==> src/rtl/ledind_pkg.sv <==
package ledind_pkg;
  localparam int NUM_EV     = 5;
  localparam int EV_TX      = 0;
  localparam int EV_RX      = 1;
  localparam int EV_ERR_UP  = 2;
  localparam int EV_ERR_DN  = 3;
  localparam int EV_CFG_REQ = 4;

  // cycles in 1/div of a second, never below two
  function automatic int unsigned cycles_div(input int unsigned clk_hz,
                                             input int unsigned div);
    int unsigned q;
    q = clk_hz / div;
    return (q < 2) ? 2 : q;
  endfunction
endpackage

==> src/rtl/ledind_rst_sync.sv <==
module ledind_rst_sync (
  input  logic clk,
  input  logic rst_n,
  output logic rst_q_n
);
  logic [1:0] sync_q;

  always_ff @(posedge clk or negedge rst_n) begin
    if (!rst_n) sync_q <= 2'b00;
    else        sync_q <= {sync_q[0], 1'b1};
  end

  assign rst_q_n = sync_q[1];
endmodule

==> src/rtl/ledind_blinker.sv <==
module ledind_blinker #(
  parameter int unsigned PERIOD    = 100,
  parameter int unsigned ON_CYCLES = 50
) (
  input  logic clk,
  input  logic rst_n,
  input  logic en,
  output logic wave
);
  localparam int CNT_W = (PERIOD > 1) ? $clog2(PERIOD) : 1;
  localparam logic [CNT_W-1:0] LAST = CNT_W'(PERIOD - 1);
  localparam logic [CNT_W-1:0] ON_L = CNT_W'(ON_CYCLES);

  logic [CNT_W-1:0] cnt_q, cnt_d;

  always_comb begin
    cnt_d = cnt_q;
    if (en) begin
      if (cnt_q == LAST) cnt_d = '0;
      else               cnt_d = cnt_q + 1'b1;
    end
  end

  always_ff @(posedge clk or negedge rst_n) begin
    if (!rst_n) cnt_q <= '0;
    else        cnt_q <= cnt_d;
  end

  assign wave = (cnt_q < ON_L);
endmodule

==> src/rtl/ledind_stretch.sv <==
module ledind_stretch #(
  parameter int unsigned LEN = 100
) (
  input  logic clk,
  input  logic rst_n,
  input  logic trig,
  output logic lit
);
  localparam int CNT_W = $clog2(LEN + 1);
  localparam logic [CNT_W-1:0] LEN_L = CNT_W'(LEN);

  logic [CNT_W-1:0] cnt_q, cnt_d;

  always_comb begin
    cnt_d = cnt_q;
    if (trig)               cnt_d = LEN_L;
    else if (cnt_q != '0)   cnt_d = cnt_q - 1'b1;
  end

  always_ff @(posedge clk or negedge rst_n) begin
    if (!rst_n) cnt_q <= '0;
    else        cnt_q <= cnt_d;
  end

  assign lit = (cnt_q != '0);
endmodule

==> src/rtl/ledind_select.sv <==
module ledind_select
  import ledind_pkg::*;
(
  input  logic              hb_wave,
  input  logic              fe_wave,
  input  logic              fast_wave,
  input  logic              refclk_locked,
  input  logic              fe_rst_pending,
  input  logic              i2c_cfg_fail,
  input  logic              link_down,
  input  logic [NUM_EV-1:0] ev_lit,
  input  logic              ep_unconfigured,
  input  logic              low_power,
  output logic [7:0]        led_d
);
  logic any_err;

  always_comb begin
    any_err = ev_lit[EV_ERR_UP] | ev_lit[EV_ERR_DN];

    // LED0: unlocked clock beats pending front end beats heartbeat
    if (!refclk_locked)       led_d[0] = 1'b1;
    else if (fe_rst_pending)  led_d[0] = fe_wave;
    else                      led_d[0] = hb_wave;

    led_d[1] = ev_lit[EV_TX];
    led_d[2] = ev_lit[EV_RX];

    // LED3: I2C failure beats link down beats error flash
    if (i2c_cfg_fail)         led_d[3] = fast_wave;
    else if (link_down)       led_d[3] = 1'b1;
    else                      led_d[3] = any_err;

    led_d[4] = ev_lit[EV_ERR_UP];
    led_d[5] = ev_lit[EV_ERR_DN];
    led_d[6] = ep_unconfigured | ev_lit[EV_CFG_REQ];
    led_d[7] = low_power;
  end
endmodule

==> src/rtl/led_status_ctrl.sv <==
module led_status_ctrl
  import ledind_pkg::*;
#(
  parameter int unsigned CLK_HZ = 100_000_000
) (
  input  logic       clk,
  input  logic       rst_n,
  input  logic       refclk_locked,
  input  logic       fe_rst_pending,
  input  logic       i2c_cfg_fail,
  input  logic       link_down,
  input  logic       err_up_pulse,
  input  logic       err_dn_pulse,
  input  logic       tx_act_pulse,
  input  logic       rx_act_pulse,
  input  logic       ep_unconfigured,
  input  logic       cfg_req_pulse,
  input  logic       low_power,
  output logic [7:0] led
);
  localparam int unsigned HB_PERIOD   = cycles_div(CLK_HZ, 1);
  localparam int unsigned HB_ON       = cycles_div(CLK_HZ, 2);
  localparam int unsigned FE_PERIOD   = cycles_div(CLK_HZ, 2);
  localparam int unsigned FE_ON       = cycles_div(CLK_HZ, 20);
  localparam int unsigned FAST_PERIOD = cycles_div(CLK_HZ, 12);
  localparam int unsigned FAST_ON     = cycles_div(CLK_HZ, 24);
  localparam int unsigned STRETCH_LEN = cycles_div(CLK_HZ, 20);

  logic              rst_q_n;
  logic              hb_wave, fe_wave, fast_wave;
  logic [NUM_EV-1:0] ev_pulse, ev_lit;
  logic [7:0]        led_d;

  ledind_rst_sync i_rst_sync (
    .clk     (clk),
    .rst_n   (rst_n),
    .rst_q_n (rst_q_n)
  );

  ledind_blinker #(.PERIOD(HB_PERIOD), .ON_CYCLES(HB_ON)) i_hb (
    .clk(clk), .rst_n(rst_q_n), .en(1'b1), .wave(hb_wave)
  );

  ledind_blinker #(.PERIOD(FE_PERIOD), .ON_CYCLES(FE_ON)) i_fe (
    .clk(clk), .rst_n(rst_q_n), .en(1'b1), .wave(fe_wave)
  );

  ledind_blinker #(.PERIOD(FAST_PERIOD), .ON_CYCLES(FAST_ON)) i_fast (
    .clk(clk), .rst_n(rst_q_n), .en(1'b1), .wave(fast_wave)
  );

  always_comb begin
    ev_pulse             = '0;
    ev_pulse[EV_TX]      = tx_act_pulse;
    ev_pulse[EV_RX]      = rx_act_pulse;
    ev_pulse[EV_ERR_UP]  = err_up_pulse;
    ev_pulse[EV_ERR_DN]  = err_dn_pulse;
    ev_pulse[EV_CFG_REQ] = cfg_req_pulse;
  end

  for (genvar g = 0; g < NUM_EV; g++) begin : g_stretch
    ledind_stretch #(.LEN(STRETCH_LEN)) i_stretch (
      .clk   (clk),
      .rst_n (rst_q_n),
      .trig  (ev_pulse[g]),
      .lit   (ev_lit[g])
    );
  end

  ledind_select i_select (
    .hb_wave         (hb_wave),
    .fe_wave         (fe_wave),
    .fast_wave       (fast_wave),
    .refclk_locked   (refclk_locked),
    .fe_rst_pending  (fe_rst_pending),
    .i2c_cfg_fail    (i2c_cfg_fail),
    .link_down       (link_down),
    .ev_lit          (ev_lit),
    .ep_unconfigured (ep_unconfigured),
    .low_power       (low_power),
    .led_d           (led_d)
  );

  always_ff @(posedge clk or negedge rst_q_n) begin
    if (!rst_q_n) led <= '0;
    else          led <= led_d;
  end
endmodule

==> config.mk <==
export PLATFORM = sky130hd
export DESIGN_NAME = led_status_ctrl
export DESIGN_NICKNAME = d
export VERILOG_FILES = /design/src/rtl/ledind_pkg.sv /design/src/rtl/ledind_rst_sync.sv /design/src/rtl/ledind_blinker.sv /design/src/rtl/ledind_stretch.sv /design/src/rtl/ledind_select.sv /design/src/rtl/led_status_ctrl.sv
export SDC_FILE = /design/constraint.sdc
export NUM_CORES = 1
export LEC_CHECK = 0
export BUFFER_PORTS_ARGS = -buffer_cell sky130_fd_sc_hd__clkbuf_2
export CAP_MARGIN = 20
export CORE_ASPECT_RATIO = 1.25
export CORE_MARGIN = 2
export CORE_UTILIZATION = 30
export DETAILED_ROUTE_END_ITERATION = 8
export MAX_ROUTING_LAYER = met4
export PLACE_DENSITY_LB_ADDON = 0.08
export SETUP_SLACK_MARGIN = 0.1
export SLEW_MARGIN = 20
export SYNTH_ARGS = -nofsm -noshare
export SYNTH_HDL_FRONTEND = slang
export SYNTH_SLANG_ARGS = --single-unit
==> constraint.sdc <==
create_clock -name clk -period 6.15 [get_ports clk]
set_input_delay 0.9225 -clock clk [delete_from_list [all_inputs] [get_ports clk]]
set_output_delay 0.9225 -clock clk [all_outputs]
set_load 0.01 [all_outputs]
==> summary.txt <==
Root Driver: clkbuf_16
Sequential area share after synthesis: 49.7%
Static Leak: 4.55 nW
Layout area overhead: 14.6%
Clk buf depth: 3
Critical Path Fanout Max: 16
DRT Wirelength: 21.5 mm
Synth Area in Simple Gates: 27.2%
Initial antenna violation count: 1
Num CTS Buffers: 26
Max Fclk: 0.385 GHz
Multiplexer area fraction after synthesis: 1.04%
Total grt overflow: 0
Reg-to-reg startpoint: g_stretch[4].i_stretch.cnt_q[0]
EDFF count, synth: 0
Die area: 35200 µm²
Cells on worst reg2reg path: 7
# fillers: 3433
RSZ-0062 raised after global routing: false
Vias/cell: 4.98
Top cells by instance count after synthesis: dfrtp_1 (201), nor2_1 (130), xor2_1 (72)
Yosys Warn Count: 0
Largest net degree at the start of global routing: 72
Most frequent cell after synthesis: dfrtp_1
Async SR Flop Fraction: 100%
Crit path launch type: flip-flop
Share of Yosys cell area claimed by the top area cell type: 49.7%
Slew Limit Fails: 0
Via Count: 7439
Number of global-route vias before repair: 7505
Status: finished clean
Number of library cell types mapped by synthesis: 68
Inst Count DP: 1446
Yosys top cell by area: dfrtp_1
CTS HTree Levels: 1
Die Height: 209 µm
Max-cap violation count: 0
Global-route wire length before repair: 37.5 mm
Min Tclk post-route: 2600 ps
Synth Area in Adders: 1.11%
Worst-Margin Slew: 922 ps
Final Hold Fails: 0
R2r setup slk: 3550 ps
Nets@finish: 1073
# DRC: 0
Post-Synth XOR/XNOR Area: 9.53%
Ys flop type: dfrtp_1
Peak supply drop: 0.156 mV
Synth Instances: 1034
Initial core utilization: 30.3%
ANT nets after route: 0
Post-CTS Setup Bufs: 0
Endpoint type of the worst setup path: flip-flop
Final Non-Filler Cells: 1495
Clk_skew: 12.6 ps
Fin crit share: 42.2%
Row Count: 75
Drt pass-1 iters: 4
Compound-Gate Fraction of Synth Area: 9.06%
PortBufs: 20
Pwr dens: 283 nW/µm²
Seq cells post-synth: 201
Arrival time worst endpoint: 3000 ps
Hold_buf cts: 0
Crit path kind: flip-flop to flip-flop
Initial DRC count: 283
Core area: 33400 µm²
All-Layer GR Usage: 12.9%
Cts repair resizes: 0
Final GP Congestion: 0.726
Critical path launch point: g_stretch[4].i_stretch.cnt_q[0]
CTS tree: yes
Main combinational cell family by area after synthesis: simple AND/OR/NAND/NOR gates
Avg Inst Size Synth: 9.78 µm²
I/O pins: 21
Syn nets: 1056
Layout cells sized above 1: 9.80%
Clk Latency, worst-skew pair: 530 ps
Leading post-synthesis cells by cell area: dfrtp_1 (50%), xor2_1 (6.2%), nor2_1 (4.8%), xnor2_1 (3.3%), nand3_1 (2.9%)
Dpl hpwl: 14.0 mm
Slew HR: 38.5%
WP data required: 6550 ps
Worst R2R End: g_stretch[4].i_stretch.cnt_q[11]
Clk sink count: 201
Post-route setup TNS: 0 ps
Final setup fails: 0
Cell area after synthesis: 10100 µm²
Die W: 168 µm
Drt wl/cell: 14.4 µm
Worst Hold Class: input pin to async pin
Worst-path clk slew: 60 ps
[metrics by stage]
step / utilization (%) / area [µm²] / hold slack (ps) / worst slack (ps) / power (mW)
finish: 34.7 / 11600 / 162 / 3550 / 3.28
global placement: 31.9 / 10600 / 339 / 3620 / 1.67
CTS: 34.7 / 11600 / 121 / 3520 / 3.35
detailed placement: 31.9 / 10600 / 338 / 3540 / 1.67
global route: 34.7 / 11600 / 128 / 3280 / 3.44
floorplan: - / 10100 / 331 / 134 / 1.61
[kinds of logic after synthesis]
family,after synthesis
compound gates,141
xor+xnor,110
fa+ha+maj,9
buf+inv,58
flops,201
mux,10
other cells,1
simple gates,504
[cells in the final DEF (no fill, tap or decap), drive strengths merged, types with 7 or more instances in the layout]
master	count
nor2	130
o21ai	43
a211oi	7
nor4	37
xnor2	38
nand2b	21
nand4	25
o211ai	13
or2	9
or4	20
and3	13
ha	9
a21oi	38
xor2	72
nand2	52
and4	8
nor2b	17
inv	22
o31ai	13
or3	41
clkbuf	56
nand3	59
dfrtp	201
nor3	37
[worst max-delay path by stage]
stage / endpoint / slack [ps]
after floorplan: g_stretch[0].i_stretch.cnt_q[0] / 130
after global placement: g_stretch[4].i_stretch.cnt_q[11] / 3620
after detailed placement: g_stretch[4].i_stretch.cnt_q[11] / 3540
after CTS: g_stretch[4].i_stretch.cnt_q[11] / 3520
after global routing: g_stretch[4].i_stretch.cnt_q[11] / 3280
final: g_stretch[4].i_stretch.cnt_q[11] / 3550
[worst max-delay path: stages (launching register included)]
cell and delay, ps:
dfrtp_1 400, inv_1 60, ha_1 170, nor3b_1 510, nand4_1 240, o211ai_2 560
nor3_1 70, or3b_2 450
[metal layers]
| metal | part of all wire [%] | wire length [µm] | vias up | track usage [%] |
|---|---|---|---|---|
| met3 | 3.1 | 667 | 31 | 2.02 |
| met1 | 47 | 10000 | 3627 | 16.2 |
| met5 | 0 | 0 | - | - |
| li1 | - | - | 3728 | - |
| met4 | 2.1 | 456 | 0 | 4.04 |
| met2 | 48 | 10400 | 53 | 21.5 |
[power by group]
group	internal [mW]	total (mW)	leakage [nW]	switching (mW)
Combinational	0.0858	0.216	1.58	0.130
Sequential	1.37	1.43	2.50	0.0568
Clock	1.04	1.63	0.466	0.594
[sequential cells by signal, indices dropped and copies added, names as in the netlist]
signal	cells
i_hb.cnt_q	27
i_rst_sync.sync_q	2
led	8
i_fe.cnt_q	26
i_fast.cnt_q	23
g_stretch.i_stretch.cnt_q	115
[layout make-up]
cell class	instances	area [µm²]	area share, %
Antenna cell	1	2.50	0.0216
Clock buffer	36	769	6.64
Clock inverter	12	169	1.46
Inverter	21	78.8	0.680
Multi-Input combinational cell	775	4860	41.9
Sequential cell	201	5030	43.4
Tap cell	423	529	4.57
Timing Repair Buffer	26	145	1.25
Power figures use the tool's default switching activity.
